===== src/rtl/daf_pkg.sv =====
package daf_pkg;
   localparam int WORD_W      = 16;
   localparam int OCT_W       = 8;
   localparam int IDX_W       = 2;
   localparam int STAT_W      = 6;
   localparam int PROMISC_BIT = 5;
   localparam int HASH_EN_BIT = 8;

   typedef struct packed {
      logic             bcast;
      logic             mcast;
      logic             hash_hit;
      logic             exact_hit;
      logic [IDX_W-1:0] idx;
   } match_stat_t;
endpackage


===== src/rtl/daf_cfg_regs.sv =====
module daf_cfg_regs
   import daf_pkg::*;
#(
   parameter int NUM_SLOTS   = 4,
   parameter int HASH_WORDS  = 4,
   parameter int WPS         = 3,
   parameter int AW          = 5,
   parameter int HASH_BASE   = 4,
   parameter int SLOT_BASE   = 8,
   parameter int SLOT_STRIDE = 4
) (
   input  logic                            clk,
   input  logic                            rst_n,
   input  logic                            cfg_we,
   input  logic [AW-1:0]                   cfg_addr,
   input  logic [WORD_W-1:0]               cfg_wdata,
   output logic                            promisc_o,
   output logic                            hash_en_o,
   output logic [HASH_WORDS*WORD_W-1:0]    hash_o,
   output logic [NUM_SLOTS*WPS*WORD_W-1:0] slot_o
);
   localparam logic [AW-1:0] CTRL_ADDR = '0;

   logic promisc_q, hash_en_q;

   always_ff @(posedge clk or negedge rst_n) begin
      if (!rst_n) begin
         promisc_q <= 1'b0;
         hash_en_q <= 1'b0;
      end else if (cfg_we && cfg_addr == CTRL_ADDR) begin
         promisc_q <= cfg_wdata[PROMISC_BIT];
         hash_en_q <= cfg_wdata[HASH_EN_BIT];
      end
   end

   for (genvar k = 0; k < HASH_WORDS; k++) begin : g_hash
      localparam logic [AW-1:0] MY_ADDR = AW'(HASH_BASE + k);
      logic [WORD_W-1:0] word_q;
      always_ff @(posedge clk or negedge rst_n) begin
         if (!rst_n)                            word_q <= '0;
         else if (cfg_we && cfg_addr == MY_ADDR) word_q <= cfg_wdata;
      end
      assign hash_o[k*WORD_W +: WORD_W] = word_q;
   end

   for (genvar s = 0; s < NUM_SLOTS; s++) begin : g_slot
      for (genvar w = 0; w < WPS; w++) begin : g_word
         localparam logic [AW-1:0] MY_ADDR = AW'(SLOT_BASE + SLOT_STRIDE*s + w);
         logic [WORD_W-1:0] word_q;
         always_ff @(posedge clk or negedge rst_n) begin
            if (!rst_n)                            word_q <= '0;
            else if (cfg_we && cfg_addr == MY_ADDR) word_q <= cfg_wdata;
         end
         assign slot_o[(s*WPS + w)*WORD_W +: WORD_W] = word_q;
      end
   end

   assign promisc_o = promisc_q;
   assign hash_en_o = hash_en_q;

   AST_CFG_HOLD: assert property (@(posedge clk) disable iff (!rst_n)
      !cfg_we |=> ($stable(hash_o) && $stable(slot_o) && $stable(promisc_o) && $stable(hash_en_o)));
endmodule


===== src/rtl/daf_capture.sv =====
module daf_capture
   import daf_pkg::*;
#(
   parameter int OCTETS = 6,
   parameter int CRC_W  = 32
) (
   input  logic                  clk,
   input  logic                  rst_n,
   input  logic                  frm_start,
   input  logic                  oct_valid,
   input  logic [OCT_W-1:0]      oct_data,
   input  logic [CRC_W-1:0]      crc_in,
   output logic [OCTETS*OCT_W-1:0] dst_o,
   output logic [CRC_W-1:0]      crc_o,
   output logic                  done_o
);
   localparam int CW = $clog2(OCTETS + 1);
   localparam logic [CW-1:0] LAST = CW'(OCTETS - 1);
   localparam logic [CW-1:0] FULL = CW'(OCTETS);

   logic [CW-1:0]          cnt_q, idx;
   logic [OCTETS*OCT_W-1:0] dst_q;
   logic [CRC_W-1:0]       crc_q;
   logic                   done_q, take;

   always_comb begin
      idx  = frm_start ? '0 : cnt_q;
      take = oct_valid && (idx < FULL);
   end

   always_ff @(posedge clk or negedge rst_n) begin
      if (!rst_n) begin
         cnt_q  <= '0;
         dst_q  <= '0;
         crc_q  <= '0;
         done_q <= 1'b0;
      end else begin
         done_q <= 1'b0;
         cnt_q  <= take ? idx + 1'b1 : idx;
         if (take) begin
            dst_q[idx*OCT_W +: OCT_W] <= oct_data;
            if (idx == LAST) begin
               crc_q  <= crc_in;
               done_q <= 1'b1;
            end
         end
      end
   end

   assign dst_o  = dst_q;
   assign crc_o  = crc_q;
   assign done_o = done_q;

   AST_CNT_BOUND: assert property (@(posedge clk) disable iff (!rst_n)
      (cnt_q == FULL && !frm_start) |=> (cnt_q == FULL && !done_o));
endmodule


===== src/rtl/daf_match.sv =====
module daf_match
   import daf_pkg::*;
#(
   parameter int NUM_SLOTS  = 4,
   parameter int HASH_WORDS = 4,
   parameter int ADDR_W     = 48,
   parameter int CRC_W      = 32
) (
   input  logic [ADDR_W-1:0]            dst,
   input  logic [CRC_W-1:0]             crc,
   input  logic                         promisc,
   input  logic                         hash_en,
   input  logic [HASH_WORDS*WORD_W-1:0] hash_tbl,
   input  logic [NUM_SLOTS*ADDR_W-1:0]  slots,
   output logic                         accept_o,
   output match_stat_t                  stat_o
);
   localparam int HIDX_W = $clog2(HASH_WORDS * WORD_W);

   logic                 is_bcast, is_mcast;
   logic [NUM_SLOTS-1:0] slot_hit;
   logic [IDX_W-1:0]     hit_idx;
   logic                 hash_bit;
   logic [HIDX_W-1:0]    hidx;

   assign is_bcast = &dst;
   assign is_mcast = dst[0] & ~is_bcast;

   for (genvar s = 0; s < NUM_SLOTS; s++) begin : g_cmp
      logic [ADDR_W-1:0] slot_val;
      logic              class_ok;
      assign slot_val = slots[s*ADDR_W +: ADDR_W];
      if (s == 0) begin : g_station
         assign class_ok = ~is_bcast;
      end else begin : g_group
         assign class_ok = is_mcast;
      end
      assign slot_hit[s] = (|slot_val) & class_ok & (dst == slot_val);
   end

   always_comb begin
      hit_idx = '0;
      for (int s = NUM_SLOTS - 1; s >= 0; s--) begin
         if (slot_hit[s]) hit_idx = IDX_W'(s);
      end
   end

   assign hidx     = crc[CRC_W-1 -: HIDX_W];
   assign hash_bit = hash_tbl[hidx];

   always_comb begin
      stat_o.bcast     = is_bcast;
      stat_o.mcast     = is_mcast;
      stat_o.hash_hit  = hash_en & is_mcast & hash_bit;
      stat_o.exact_hit = |slot_hit;
      stat_o.idx       = hit_idx;
      accept_o = promisc | is_bcast | stat_o.exact_hit | stat_o.hash_hit;
   end
endmodule


===== src/rtl/dst_addr_filter.sv =====
module dst_addr_filter
   import daf_pkg::*;
#(
   parameter int NUM_SLOTS   = 4,
   parameter int HASH_WORDS  = 4,
   parameter int ADDR_OCTETS = 6,
   parameter int CRC_W       = 32,
   parameter int CFG_AW      = 5,
   parameter int HASH_BASE   = 4,
   parameter int SLOT_BASE   = 8,
   parameter int SLOT_STRIDE = 4
) (
   input  logic              clk,
   input  logic              rst_n,
   input  logic              cfg_we,
   input  logic [CFG_AW-1:0] cfg_addr,
   input  logic [15:0]       cfg_wdata,
   input  logic              frm_start,
   input  logic              oct_valid,
   input  logic [7:0]        oct_data,
   input  logic [CRC_W-1:0]  dst_crc,
   output logic              dec_valid,
   output logic              rx_accept,
   output logic [5:0]        match_status
);
   localparam int ADDR_W = ADDR_OCTETS * OCT_W;
   localparam int WPS    = ADDR_W / WORD_W;
   localparam int HIDX_W = $clog2(HASH_WORDS * WORD_W);

   if (NUM_SLOTS < 1 || NUM_SLOTS > (1 << IDX_W)) begin : g_bad_slots
      $error("slot count must fit the 2-bit index field");
   end
   if ((HASH_WORDS * WORD_W) != (1 << HIDX_W) || HIDX_W > CRC_W) begin : g_bad_hash
      $error("hash size must be a power of two no wider than the CRC");
   end
   if ((ADDR_W % WORD_W) != 0 || WPS > SLOT_STRIDE) begin : g_bad_addr
      $error("address must be whole words and fit the slot stride");
   end
   if (SLOT_BASE + SLOT_STRIDE*NUM_SLOTS > (1 << CFG_AW) || HASH_BASE + HASH_WORDS > SLOT_BASE
       || HASH_BASE < 1) begin : g_bad_map
      $error("register map does not fit the address width");
   end

   logic                         promisc, hash_en, cap_done, acc_c;
   logic [HASH_WORDS*WORD_W-1:0] hash_tbl;
   logic [NUM_SLOTS*ADDR_W-1:0]  slots;
   logic [ADDR_W-1:0]            dst;
   logic [CRC_W-1:0]             crc;
   match_stat_t                  stat_c, stat_q;
   logic                         valid_q, acc_q;

   daf_cfg_regs #(
      .NUM_SLOTS(NUM_SLOTS), .HASH_WORDS(HASH_WORDS), .WPS(WPS), .AW(CFG_AW),
      .HASH_BASE(HASH_BASE), .SLOT_BASE(SLOT_BASE), .SLOT_STRIDE(SLOT_STRIDE)
   ) u_regs (
      .clk(clk), .rst_n(rst_n), .cfg_we(cfg_we), .cfg_addr(cfg_addr), .cfg_wdata(cfg_wdata),
      .promisc_o(promisc), .hash_en_o(hash_en), .hash_o(hash_tbl), .slot_o(slots)
   );

   daf_capture #(.OCTETS(ADDR_OCTETS), .CRC_W(CRC_W)) u_cap (
      .clk(clk), .rst_n(rst_n), .frm_start(frm_start), .oct_valid(oct_valid),
      .oct_data(oct_data), .crc_in(dst_crc), .dst_o(dst), .crc_o(crc), .done_o(cap_done)
   );

   daf_match #(
      .NUM_SLOTS(NUM_SLOTS), .HASH_WORDS(HASH_WORDS), .ADDR_W(ADDR_W), .CRC_W(CRC_W)
   ) u_match (
      .dst(dst), .crc(crc), .promisc(promisc), .hash_en(hash_en), .hash_tbl(hash_tbl),
      .slots(slots), .accept_o(acc_c), .stat_o(stat_c)
   );

   always_ff @(posedge clk or negedge rst_n) begin
      if (!rst_n) begin
         valid_q <= 1'b0;
         acc_q   <= 1'b0;
         stat_q  <= '0;
      end else if (frm_start) begin
         valid_q <= 1'b0;
         acc_q   <= 1'b0;
         stat_q  <= '0;
      end else if (cap_done) begin
         valid_q <= 1'b1;
         acc_q   <= acc_c;
         stat_q  <= stat_c;
      end
   end

   assign dec_valid    = valid_q;
   assign rx_accept    = acc_q;
   assign match_status = stat_q;

   AST_VALID_AFTER_CAPTURE: assert property (@(posedge clk) disable iff (!rst_n)
      $rose(dec_valid) |-> $past(cap_done));
   AST_DECISION_HELD: assert property (@(posedge clk) disable iff (!rst_n)
      (dec_valid && !frm_start) |=> (dec_valid && $stable(rx_accept) && $stable(match_status)));
   AST_START_CLEARS: assert property (@(posedge clk) disable iff (!rst_n)
      frm_start |=> (!dec_valid && !rx_accept && match_status == '0));
   AST_BCAST_ACCEPT: assert property (@(posedge clk) disable iff (!rst_n)
      (dec_valid && match_status[5]) |-> (rx_accept && !match_status[4]));
   AST_IDX_ONLY_ON_HIT: assert property (@(posedge clk) disable iff (!rst_n)
      (dec_valid && !match_status[2]) |-> (match_status[1:0] == 2'b00));
   AST_HASH_ON_MCAST: assert property (@(posedge clk) disable iff (!rst_n)
      (dec_valid && match_status[3]) |-> (match_status[4] && rx_accept));
endmodule


===== config.mk =====
export PLATFORM = sky130hd
export DESIGN_NAME = dst_addr_filter
export DESIGN_NICKNAME = d
export VERILOG_FILES = /design/src/rtl/daf_pkg.sv /design/src/rtl/daf_cfg_regs.sv /design/src/rtl/daf_capture.sv /design/src/rtl/daf_match.sv /design/src/rtl/dst_addr_filter.sv
export SDC_FILE = /design/constraint.sdc
export NUM_CORES = 1
export LEC_CHECK = 0
export ABC_CLOCK_PERIOD_IN_PS = 4200
export BUFFER_PORTS_ARGS = -buffer_cell sky130_fd_sc_hd__buf_2
export CELL_PAD_IN_SITES_DETAIL_PLACEMENT = 1
export CELL_PAD_IN_SITES_GLOBAL_PLACEMENT = 1
export CORE_MARGIN = 8
export CORE_UTILIZATION = 44
export DETAILED_ROUTE_END_ITERATION = 10
export PLACE_DENSITY_LB_ADDON = 0.1
export SETUP_SLACK_MARGIN = 0.05
export SLEW_MARGIN = 20
export SYNTH_ARGS = -nofsm -noshare
export SYNTH_HDL_FRONTEND = slang
export SYNTH_HIERARCHICAL = 1
export SYNTH_SLANG_ARGS = --single-unit

===== constraint.sdc =====
create_clock -name clk -period 4.2 [get_ports clk]
set_clock_uncertainty 0.15 [all_clocks]
set_input_delay 0.21 -clock clk [delete_from_list [all_inputs] [get_ports clk]]
set_output_delay 0.21 -clock clk [all_outputs]
set_load 0.03 [all_outputs]

==> results.sh <==
export IMPL_status="finished, final reports clean"
export IMPL_wl_um=54590
export IMPL_cts_made_buffers=37
export IMPL_drc=0
export IMPL_final_layout_size_suffix_gt1_share_pct=35.79
export IMPL_syn_area_um2=16350
export IMPL_insertion_delay_ps=550
export IMPL_r2r_end="match_status[1]"
export IMPL_grt_overflow=0
export IMPL_reg2reg_depth=9
export IMPL_routabilityCongestion=0.8640
export IMPL_crit_chain="xor2_1, nor4_1, nand4_1, nor4_1, buf_4, nor2_1, nor3_1, mux2i_1, nor2_1"
export IMPL_htree_levels=2
export IMPL_p_total_mw=10.36
export IMPL_rsz0062_at_grt="false"
export IMPL_avgSynthCellArea_um2=13.41
export IMPL_critPathMaxStageDelay_ps=770
export IMPL_grt_use_total_pct=25.05
export IMPL_critPathMaxFanout=6
export IMPL_clk_pin_slew_worst_paths_ps=60
export IMPL_critical_path_arrival_ps=3540
export IMPL_layout_commonest_cell="dfrtp_1"
export IMPL_antenna_found_initial=3
export IMPL_synth_cells=1219
export IMPL_clock_path_buffers=3
export IMPL_syn_num_nets=1290
export IMPL_post_cts_buffers=0
export IMPL_start_kind="flip-flop"
export IMPL_end_kind="flip-flop"
export IMPL_grt_pass1_wl_um=79610
export IMPL_first_pass_iters=5
export IMPL_wl_per_cell_um=31.58
export IMPL_cts_sinks=324
export IMPL_nets=1303
export IMPL_fin_crit_ps=3209
export IMPL_grt_pass1_vias=11220
export IMPL_r2r_start="u_cap/dst_o[18]"
export IMPL_cts_tree="yes"
export IMPL_die_y_um=208.8
export IMPL_fmax_mhz=311.6
export IMPL_cpMaxStageDelayCell="dfrtp_1"
export IMPL_power_density_nw_per_um2=569.7
export IMPL_reg2reg_setup_slack_ps=990
export IMPL_maxCapViolations=0
export IMPL_port_buffers=47
export IMPL_peakVddDrop_uv=341.5
export IMPL_crit_required_ps=4530
export IMPL_rows=70
export IMPL_holdBufCountCts=17
export IMPL_max_slew_worst_pin_slew_ps=1088
export IMPL_ctsResizeCount=0
export IMPL_coreArea_um2=36610
export IMPL_dp_hpwl_um=34810
export IMPL_via_per_inst=5.971
export IMPL_worstSetupPathType="reg2reg"
export IMPL_areaGrowthSynthToFinish_pct=11.16
export IMPL_setup_viol=0
export IMPL_hold_viol_final=0
export IMPL_clock_root_buffer="clkbuf_16"
export IMPL_timing_slew_headroom_pct=27.07
export IMPL_fin_setup_tns_ps=0
export IMPL_dieArea_um2=43590
export IMPL_die_w_um=208.8
export IMPL_dr_total_vias=10320
export IMPL_ant_nets=0
export IMPL_start_util_pct=44.67
export IMPL_yosys_warnings=6
export IMPL_fin_crit_sh_pct=76.41
export IMPL_worst_hold_path_type="in2async"
export IMPL_final_cell_mix="dfrtp_1 (324), mux2_2 (224), xor2_1 (193)"
export IMPL_drt_iter0_markers=689
export IMPL_maxSlewViolCount=0
export IMPL_p_leak_nw=8.731
export IMPL_pin_count=74
export IMPL_grt_max_degree=96
-- registers in the layout, summed over array words and instances, names as in the netlist --
signal,cells
dec_valid,1
match_status,6
rx_accept,1
u_cap/cnt_q,3
u_cap/crc_o,6
u_cap/done_o,1
u_cap/dst_o,48
u_regs/g_hash.word_q,64
u_regs/g_slot.g_word.word_q,192
u_regs/hash_en_o,1
u_regs/promisc_o,1
-- metal layers --
| layer | track usage [%] | vias to the layer above | share of wire (%) |
|---|---|---|---|
| li1 | - | 4395 | - |
| met1 | 33.48 | 5519 | 45 |
| met2 | 40.24 | 299 | 47 |
| met3 | 4.355 | 110 | 5.1 |
| met4 | 9.769 | 0 | 3.6 |
| met5 | 0 | - | 0 |
-- power by group --
part | total [mW] | switching (mW) | internal (mW)
sequential | 4.95 | 1.21 | 3.74
combinational | 2.06 | 0.912 | 1.14
clock | 3.35 | 1.34 | 2.02
total | 10.4 | 3.46 | 6.90
-- how the worst max path moves through the flow --
stage / from / to / cells past startpoint / slack (ps)
after floorplan: u_cap/cnt_q[1] / u_cap/dst_o[40] / 7 / 1880
after global placement: u_cap/dst_o[25] / match_status[2] / 9 / 1150
after detailed placement: u_cap/dst_o[25] / match_status[2] / 9 / 1100
after CTS: u_cap/dst_o[25] / match_status[2] / 9 / 1090
after global routing: u_cap/dst_o[25] / match_status[2] / 9 / 1020
final: u_cap/dst_o[18] / match_status[1] / 9 / 990
-- per-stage QoR --
step	cells	worst slack [ps]	cell area [µm²]	util, %	hold WS (ps)
detailed placement	1644	1097	16740	45.71	138.0
floorplan	1219	1878	16350	-	-235.6
finish	1729	990.7	18180	49.65	86.08
CTS	1728	1086	18170	49.64	43.69
global placement	1644	1145	16740	45.71	141.1
global route	1728	1022	18170	49.64	83.07
-- cell type report --
type	count	area [µm²]
multi-input cells	791	7686
clock inverters	12	122.6
diodes	1	2.502
fillers	3640	18430
well taps	468	585.6
inverters	5	18.77
clock buffers	55	1146
flip-flops and latches	324	8108
repair buffers	73	508.0
-- critical path, delay by kind of cell, from the launching register on --
kind,cells,cell delay [ps]
multiplexers,1,130
AND/OR/NAND/NOR,6,1650
buffers and inverters,1,270
XOR/XNOR,1,160
flip-flops,1,770
Note: power is estimated with default switching activity, not from simulation.
